<file path="config.mk">
export PLATFORM = sky130hd
export DESIGN_NAME = bus_talker_src
export DESIGN_NICKNAME = d
export VERILOG_FILES = /design/src/rtl/bts_pkg.sv /design/src/rtl/bts_sync.sv /design/src/rtl/bts_talk_decode.sv /design/src/rtl/bts_src_fsm.sv /design/src/rtl/bts_out_latch.sv /design/src/rtl/bus_talker_src.sv
export SDC_FILE = /design/constraint.sdc
export NUM_CORES = 1
export LEC_CHECK = 0
export BUFFER_PORTS_ARGS = -buffer_cell sky130_fd_sc_hd__buf_2
export CORE_AREA = 2 2 46 48
export CTS_CLUSTER_SIZE = 25
export DETAILED_ROUTE_END_ITERATION = 8
export DIE_AREA = 0 0 48 50
export GPL_TIMING_DRIVEN = 0
export PLACE_DENSITY = 0.71
export REMOVE_ABC_BUFFERS = 1
export SYNTH_ARGS = -nofsm -noshare
export SYNTH_HDL_FRONTEND = slang
export SYNTH_SLANG_ARGS = --single-unit
export TNS_END_PERCENT = 100
</file>
<file path="constraint.sdc">
create_clock -name clk -period 1.3 [get_ports clk]
set_clock_uncertainty 0.1 [all_clocks]
set_input_delay 0.065 -clock clk [delete_from_list [all_inputs] [get_ports clk]]
set_output_delay 0.065 -clock clk [all_outputs]
set_load 0.02 [all_outputs]
</file>
<file path="src/rtl/bts_pkg.sv">
package bts_pkg;

    typedef enum logic [1:0] {
        PH_IDLE  = 2'd0,
        PH_WAIT  = 2'd1,
        PH_VALID = 2'd2,
        PH_DONE  = 2'd3
    } src_phase_e;

    typedef struct packed {
        logic       spare;
        logic [1:0] grp;
        logic [4:0] addr;
    } cmd_fields_t;

    typedef struct packed {
        logic rdy;
        logic acc;
    } lsn_lines_t;

    localparam logic [1:0] GRP_TALK = 2'b10;
    localparam int         CMD_W    = 8;
    localparam int         ADDR_W   = 5;

    function automatic cmd_fields_t split_cmd(input logic [CMD_W-1:0] b);
        return cmd_fields_t'(b);
    endfunction

    function automatic logic phase_has_ths(input src_phase_e p);
        return (p == PH_WAIT) || (p == PH_VALID);
    endfunction

endpackage

</file>
<file path="src/rtl/bts_sync.sv">
module bts_sync #(
    parameter int W      = 2,
    parameter int STAGES = 2
) (
    input  logic         clk,
    input  logic         rst,
    input  logic [W-1:0] d,
    output logic [W-1:0] q
);
    logic [STAGES-1:0][W-1:0] st;

    always_ff @(posedge clk) begin
        if (rst) begin
            st <= '0;
        end else begin
            st <= {st[STAGES-2:0], d};
        end
    end

    assign q = st[STAGES-1];
endmodule

</file>
<file path="src/rtl/bts_talk_decode.sv">
module bts_talk_decode
    import bts_pkg::*;
#(
    parameter logic [ADDR_W-1:0] DEV_ADDR = 5'd7
) (
    input  logic             clk,
    input  logic             rst,
    input  logic             cmd_stb,
    input  logic [CMD_W-1:0] cmd_byte,
    output logic             talk_q,
    output logic             talk_nxt
);
    cmd_fields_t f;

    always_comb begin
        f        = split_cmd(cmd_byte);
        talk_nxt = talk_q;
        if (cmd_stb && (f.grp == GRP_TALK)) begin
            talk_nxt = (f.addr == DEV_ADDR);
        end
    end

    always_ff @(posedge clk) begin
        if (rst) begin
            talk_q <= 1'b0;
        end else begin
            talk_q <= talk_nxt;
        end
    end
endmodule

</file>
<file path="src/rtl/bts_src_fsm.sv">
module bts_src_fsm
    import bts_pkg::*;
(
    input  logic clk,
    input  logic rst,
    input  logic talk_nxt,
    input  logic rdy_s,
    input  logic acc_s,
    input  logic nba,
    input  logic spoll_sel,
    output logic dav,
    output logic ths
);
    src_phase_e ph_q, ph_d;

    always_comb begin
        ph_d = ph_q;
        if (!talk_nxt) begin
            ph_d = PH_IDLE;
        end else begin
            unique case (ph_q)
                PH_IDLE:  ph_d = PH_WAIT;
                PH_WAIT:  if (rdy_s && nba && !spoll_sel) ph_d = PH_VALID;
                PH_VALID: begin
                    if (acc_s)                 ph_d = PH_DONE;
                    else if (!nba || spoll_sel) ph_d = PH_WAIT;
                end
                PH_DONE:  if (!nba) ph_d = PH_WAIT;
                default:  ph_d = PH_IDLE;
            endcase
        end
    end

    always_ff @(posedge clk) begin
        if (rst) begin
            ph_q <= PH_IDLE;
        end else begin
            ph_q <= ph_d;
        end
    end

    assign dav = (ph_q == PH_VALID);
    assign ths = phase_has_ths(ph_q);
endmodule

</file>
<file path="src/rtl/bts_out_latch.sv">
module bts_out_latch #(
    parameter int DATA_W = 8
) (
    input  logic              clk,
    input  logic              rst,
    input  logic              wr,
    input  logic [DATA_W-1:0] wdata,
    input  logic              den,
    input  logic              spoll_act,
    output logic [DATA_W-1:0] bus_data
);
    logic [DATA_W-1:0] hold_q;

    always_ff @(posedge clk) begin
        if (rst) begin
            hold_q <= '0;
        end else if (wr) begin
            hold_q <= wdata;
        end
    end

    assign bus_data = (den && !spoll_act) ? hold_q : '0;
endmodule

</file>
<file path="src/rtl/bus_talker_src.sv">
module bus_talker_src
    import bts_pkg::*;
#(
    parameter int                DATA_W      = 8,
    parameter int                SYNC_STAGES = 2,
    parameter logic [ADDR_W-1:0] DEV_ADDR    = 5'd7
) (
    input  logic              clk,
    input  logic              rst,
    input  logic [CMD_W-1:0]  cmd_byte,
    input  logic              cmd_stb,
    input  logic [DATA_W-1:0] host_data,
    input  logic              host_wr,
    input  logic              host_nba,
    input  logic              spoll_sel,
    input  logic              spoll_act,
    input  logic              lsn_rdy,
    input  logic              lsn_acc,
    output logic              den,
    output logic              dav,
    output logic              ths,
    output logic [DATA_W-1:0] bus_data
);
    localparam int LW = $bits(lsn_lines_t);

    lsn_lines_t raw_l, syn_l;
    logic       talk_q, talk_nxt;
    logic       rdy_s, acc_s;

    assign raw_l.rdy = lsn_rdy;
    assign raw_l.acc = lsn_acc;

    bts_sync #(.W(LW), .STAGES(SYNC_STAGES)) u_sync (
        .clk (clk),
        .rst (rst),
        .d   (raw_l),
        .q   (syn_l)
    );

    assign rdy_s = syn_l.rdy;
    assign acc_s = syn_l.acc;

    bts_talk_decode #(.DEV_ADDR(DEV_ADDR)) u_dec (
        .clk      (clk),
        .rst      (rst),
        .cmd_stb  (cmd_stb),
        .cmd_byte (cmd_byte),
        .talk_q   (talk_q),
        .talk_nxt (talk_nxt)
    );

    assign den = talk_q;

    bts_src_fsm u_fsm (
        .clk       (clk),
        .rst       (rst),
        .talk_nxt  (talk_nxt),
        .rdy_s     (rdy_s),
        .acc_s     (acc_s),
        .nba       (host_nba),
        .spoll_sel (spoll_sel),
        .dav       (dav),
        .ths       (ths)
    );

    bts_out_latch #(.DATA_W(DATA_W)) u_lat (
        .clk       (clk),
        .rst       (rst),
        .wr        (host_wr),
        .wdata     (host_data),
        .den       (talk_q),
        .spoll_act (spoll_act),
        .bus_data  (bus_data)
    );
endmodule

</file>
==> results of run 1 <==
placed cells by master (no fill, tap or decap), drive strengths merged:
cell type / instances
inv: 3
dfxtp: 15
buf: 37
nor2: 10
nand2: 1
nand3b: 2
nor2b: 6
or3: 1
a221oi: 1
dlygate4sd3: 11
mux2i: 9
o21a: 1
and2: 8
a211oi: 1
ha: 4
nand4b: 1
clkbuf: 4
and4bb: 1
a21oi: 2
cells in the mapped netlist (all sizes together):
cell     n
a221oi   1
and4bb   1
nor2    10
a21oi    2
nand2    1
a211oi   1
inv      3
ha       4
buf      1
or3      1
nand3b   2
dfxtp   15
o21a     1
nor2b    6
and2     8
clkbuf   1
nand4b   1
mux2i    9
worst paths after layout:
check	slack [ns]	endpoint	start	depth (start not counted)
worst max-delay path	-0.16	u_fsm.ph_q[1]	u_fsm.ph_q[0]	6
worst min-delay path	0.02	u_lat.hold_q[7]	rst	2
worst max register to register	-0.16	u_fsm.ph_q[1]	u_fsm.ph_q[0]	6
worst min register to register	0.34	u_sync.q[1]	u_sync.st[1]	1
sequential cells by signal (all words and copies together), names as in the netlist:
name and flops:
u_fsm.ph_q 2, u_sync.st 2, u_lat.hold_q 8, u_sync.q 2, u_dec.talk_q 1
timing repair:
| item | CTS | global route |
|---|---|---|
| endpoints found under the setup margin | 11 | 11 |
| hold endpoints to repair | 11 | 0 |
| buffers inserted | 2 | 1 |
| gates resized for setup | 12 | 21 |
| hold buffers | 11 | 0 |
| pin swaps | 3 | 8 |
stage by stage:
step / power, mW / setup WS, ns / hold WS, ns
floorplan: 0.526 / -0.295 / 0.0366
global placement: 0.573 / -0.250 / 0.178
detailed placement: 0.577 / -0.277 / 0.181
CTS: 0.850 / -0.166 / 0.0195
global route: 0.894 / -0.259 / 0.0141
finish: 0.843 / -0.161 / 0.0223
report_power, final:
part	internal, mW	switching, mW	total [mW]
clock network	0.119	0.128	0.247
registers	0.480	0.00937	0.489
logic	0.0673	0.0388	0.106
layout make-up:
| class | instances | share of cell area |
|---|---|---|
| Clock buffer | 4 | 0.0233 |
| Inverter | 3 | 0.0100 |
| Multi-Input combinational cell | 48 | 0.351 |
| Sequential cell | 15 | 0.270 |
| Tap cell | 27 | 0.0300 |
| Timing Repair Buffer | 48 | 0.316 |
layer usage:
layer	vias to the layer above	track usage	routed length, µm
met5	-	0	0
met2	24	0.236	816
li1	326	-	-
met1	294	0.139	641
met4	0	0.0270	0
met3	0	0.0549	105
logic make-up after synthesis:
family                     count (synthesis)  synth area share
DFF                                       15             0.444
buffers and inverters                      5            0.0296
adders and majority gates                  4            0.0741
AOI/OAI and AO/OA                          5            0.0648
and+or+nand+nor                           30             0.254
muxes                                      9             0.133
worst max-delay path, cell delays in order (launching register included):
cell      delay [ns]
dfxtp_2         0.34
inv_2           0.06
ha_4            0.15
and4bb_1        0.20
a221oi_2        0.23
mux2i_1         0.22
nor2b_1         0.06
==> impl_metrics.py, run 1 <==
metrics = {
    "floorplanning": {
        "die_area_um2": 2400,
        "ios": 36,
        "die_h_um": 50,
        "rows": 16,
        "start_util": 0.355,
        "die_x_um": 48,
        "core-area_um2": 1900,
    },
    "clock_tree": {
        "cts_buffers": 3,
        "cts-root-buf": "clkbuf_4",
        "htree_levels": 1,
        "clk_pin_slew_ns": 0.08,
        "cts_sinks": 15,
        "clockBufferDepth": 2,
        "clock_latency_ns": 0.27,
        "cts_tree": "yes",
    },
    "sta": {
        "fmax_mhz": 684,
        "rsz0062_at_grt": "yes",
        "hold_violations": 0,
        "setup_tns_ns": -0.329,
        "fin_crit_ns": 1.46,
        "worst_pin_slew_ns": 0.259,
        "relSlewSlack": 0.827,
        "min_period_over_period": 1.12,
        "setup_viol": 4,
        "slew_viol_final": 0,
        "finalWorstSetupSlack_ns": -0.161,
    },
    "cells_and_area": {
        "post-route-cell-area_um2": 1130,
        "seq_area_um2": 304,
        "fillers": 154,
        "drive_above_1_share": 0.475,
        "fin_nets": 148,
        "area.growth.synth_to_final_pct": 66.7,
        "fin_util": 0.592,
        "stdcell_count": 145,
        "multiInputGateArea_um2": 395,
        "num_antenna_cells": 0,
    },
    "drt": {
        "dr.pass1.iters": 2,
        "drc_errors": 0,
        "detail_route.wirelength_mm": 1.56,
        "drtAntennaViolNets": 0,
        "wire_per_inst_um": 10.8,
        "vias": 644,
        "viasPerCell": 4.44,
        "drtIter0Drc": 3,
    },
    "global_route": {
        "antenna_found_initial": 0,
        "grt_max_degree": 14,
        "grt_remaining_overflow": 0,
        "grt_pass1_wl_mm": 2.30,
        "first_global_vias": 600,
        "track_usage": 0.133,
    },
    "synthesis": {
        "ys_types": 19,
        "synth-seq-area-share": 0.444,
        "netlist_instances": 68,
        "syn-cell-area_um2": 676,
        "ys_top_cells_by_area": "dfxtp_1, mux2i_1, and2_1, ha_1, nor2_1",
        "yosys_warnings": 0,
        "synth_top_area_cell": "dfxtp_1",
        "ys_ff_latch": 15,
        "yosysTopAreaCellShare": 0.444,
        "syn_avg_cell_area_um2": 9.94,
    },
    "outcome": {
        "status": "complete, but fails checks",
        "violations": "setup timing",
    },
    "critical_path": {
        "startpoint_type": "flip-flop",
        "crit_type": "flip-flop to flip-flop",
        "crit_fanout": 3,
        "cp-end-kind": "flip-flop",
        "required_ns": 1.37,
        "critical_path_arrival_ns": 1.53,
    },
    "placement": {
        "dpl.hpwl_mm": 1.04,
        "gp_congestion": 0.711,
        "placed_area_um2": 871,
        "io_buffers": 34,
        "place.detailed.instances": 127,
    },
    "worst_hold_path": {
        "hp-class": "primary input to flip-flop",
    },
    "flow_run": {
        "maxCapViolations": 0,
    },
    "power": {
        "power.density_nw_per_um2": 748,
        "leakage_nw": 0.532,
        "vdd_drop_max_mv": 0.727,
    },
}
Power figures use the tool's default switching activity.
==> run 2, diff against run 1 <==
--- a/config.mk
+++ b/config.mk
@@ -6,12 +6,12 @@
 export NUM_CORES = 1
 export LEC_CHECK = 0
 export BUFFER_PORTS_ARGS = -buffer_cell sky130_fd_sc_hd__buf_2
-export CORE_AREA = 2 2 46 48
+export CORE_AREA = 2 2 42 44
 export CTS_CLUSTER_SIZE = 25
 export DETAILED_ROUTE_END_ITERATION = 8
-export DIE_AREA = 0 0 48 50
+export DIE_AREA = 0 0 44 46
 export GPL_TIMING_DRIVEN = 0
-export PLACE_DENSITY = 0.71
+export PLACE_DENSITY = 0.8
 export REMOVE_ABC_BUFFERS = 1
 export SYNTH_ARGS = -nofsm -noshare
 export SYNTH_HDL_FRONTEND = slang
==> constraint.sdc (replaced) <==
create_clock -name clk -period 1.7 [get_ports clk]
set_clock_uncertainty 0.1 [all_clocks]
set_input_delay 0.085 -clock clk [delete_from_list [all_inputs] [get_ports clk]]
set_output_delay 0.085 -clock clk [all_outputs]
set_load 0.02 [all_outputs]
==> run 2 against run 1 <==
Against the previous run:
- the flow now finishes without violations
- worst setup slack improved by 0.27 ns
- critical path type unchanged
- clock power decreased by 21%
- die area down 16%
- first-iteration DRC count grew 33%
- non-clock buffer count fell by 4
- clock-buffer cell count fell by 1
- critical path depth did not move
- maximum frequency down 8.3%
==> impl_metrics.py, run 2 (synthesized netlist as in run 1, its figures left out) <==
metrics = {
    "clock_tree": {
        "clockBufferDepth": 2,
        "cts_buffers": 3,
        "clock_latency_ns": 0.27,
        "cts_sinks": 15,
        "cts_tree": "yes",
        "post-cts-setup-buffers": 0,
        "cts-root-buf": "clkbuf_4",
        "htree_levels": 1,
        "clk_pin_slew_ns": 0.09,
    },
    "floorplanning": {
        "die_x_um": 44,
        "start_util": 0.419,
        "die_h_um": 46,
        "die_area_um2": 2020,
        "core-area_um2": 1610,
        "rows": 15,
        "ios": 36,
    },
    "global_route": {
        "antenna_found_initial": 0,
        "track_usage": 0.176,
        "grt_pass1_wl_mm": 2.56,
        "grt_max_degree": 14,
        "first_global_vias": 634,
        "grt_remaining_overflow": 0,
    },
    "sta": {
        "hold_slack_ns": 0.0371,
        "finalWorstSetupSlack_ns": 0.107,
        "worst_pin_slew_ns": 0.293,
        "setup_viol": 0,
        "rsz0062_at_grt": "no",
        "setup_tns_ns": 0,
        "hold_violations": 0,
        "fmax_mhz": 628,
        "min_period_over_period": 0.937,
        "fin_crit_ns": 1.59,
        "relSlewSlack": 0.804,
        "slew_viol_final": 0,
    },
    "cells_and_area": {
        "mostFrequentLayoutCell": "buf_2",
        "fin_util": 0.615,
        "post-route-cell-area_um2": 992,
        "most-common-layout-cells": "buf_2, dfxtp_1, nor2_1, dlygate4sd3_1, mux2i_1",
        "num_antenna_cells": 0,
        "drive_above_1_share": 0.377,
        "stdcell_count": 131,
        "fin_nets": 144,
        "largest_reg_flops": 8,
        "area.growth.synth_to_final_pct": 46.9,
        "max_flop_register": "u_lat.hold_q",
    },
    "placement": {
        "post-place-ws_ns": 0.0387,
        "gp_congestion": 0.721,
        "dpl.hpwl_mm": 1.04,
        "place.detailed.instances": 117,
        "placed_area_um2": 858,
        "io_buffers": 34,
    },
    "drt": {
        "drtIter0Drc": 4,
        "viasPerCell": 4.79,
        "detail_route.wirelength_mm": 1.61,
        "dr.pass1.iters": 4,
        "vias": 628,
        "wire_per_inst_um": 12.3,
        "drtAntennaViolNets": 0,
        "drc_errors": 0,
    },
    "power": {
        "leakage_nw": 0.503,
        "power.density_nw_per_um2": 652,
        "power_mw": 0.647,
        "vdd_drop_max_mv": 0.610,
    },
    "critical_path": {
        "startpoint_type": "flip-flop",
        "path_cells": "inv_1, ha_2, and4bb_1, a221oi_2, mux2i_1, nor2b_1",
        "critical_path.slowest_cell": "dfxtp_2",
        "critical_path_arrival_ns": 1.67,
        "required_ns": 1.77,
        "cp-end-kind": "flip-flop",
        "slowest_delay_ns": 0.35,
        "crit_fanout": 3,
        "crit_type": "flip-flop to flip-flop",
    },
    "worst_hold_path": {
        "hp-class": "primary input to flip-flop",
    },
    "outcome": {
        "status": "completed",
    },
    "flow_run": {
        "maxCapViolations": 0,
    },
}
-- run 2: changes by cell type in the layout (fill, tap and decap cells not counted), sizes merged --
| cell | before | now |
|---|---|---|
| buf | 37 | 34 |
| clkbuf | 4 | 3 |
| dlygate4sd3 | 11 | 10 |
| clkinv | 0 | 1 |
-- run 2: final cells by class --
type,count,area [µm²]
Clock buffer,3,22.5
Sequential cell,15,302
Timing Repair Buffer,44,270
Clock inverter,1,5.00
Tap cell,17,21.3
Inverter,3,11.3
Multi-Input combinational cell,48,360
Fill cell,141,622
-- run 2: final timing paths --
check | end | slack [ns] | cells after the start | startpoint
max reg2reg | u_fsm.ph_q[1] | 0.11 | 6 | u_fsm.ph_q[0]
max | u_fsm.ph_q[1] | 0.11 | 6 | u_fsm.ph_q[0]
min | u_lat.hold_q[3] | 0.04 | 2 | rst
min reg2reg | u_sync.q[1] | 0.34 | 1 | u_sync.st[1]
-- run 2: worst max-delay path: cells and delay by family (launching register included) --
kind / cells / cell delay [ns]
flip-flops: 1 / 0.35
AND/OR/NAND/NOR: 2 / 0.27
AO/OA/AOI/OAI: 1 / 0.26
multiplexers: 1 / 0.24
adder cells (fa/ha/maj): 1 / 0.19
buffers and inverters: 1 / 0.07
-- run 2: layer usage --
layer | global-route usage | vias up | share of wire
li1 | - | 316 | -
met1 | 0.188 | 285 | 0.37
met2 | 0.332 | 23 | 0.55
met3 | 0.0437 | 4 | 0.062
met4 | 0.0606 | 0 | 0.015
met5 | 0 | - | 0
-- run 2: where the power goes --
group          switching (mW)  total (mW)  internal, mW
registers             0.00620       0.373         0.367
clock network           0.108       0.195        0.0871
logic                  0.0298      0.0794        0.0496
-- run 2: what timing repair did --
action / in CTS / in global routing
hold endpoints to repair: 10 / 0
resized for setup: 0 / 3
hold buffers: 10 / 0
setup endpoints to repair: 0 / 3
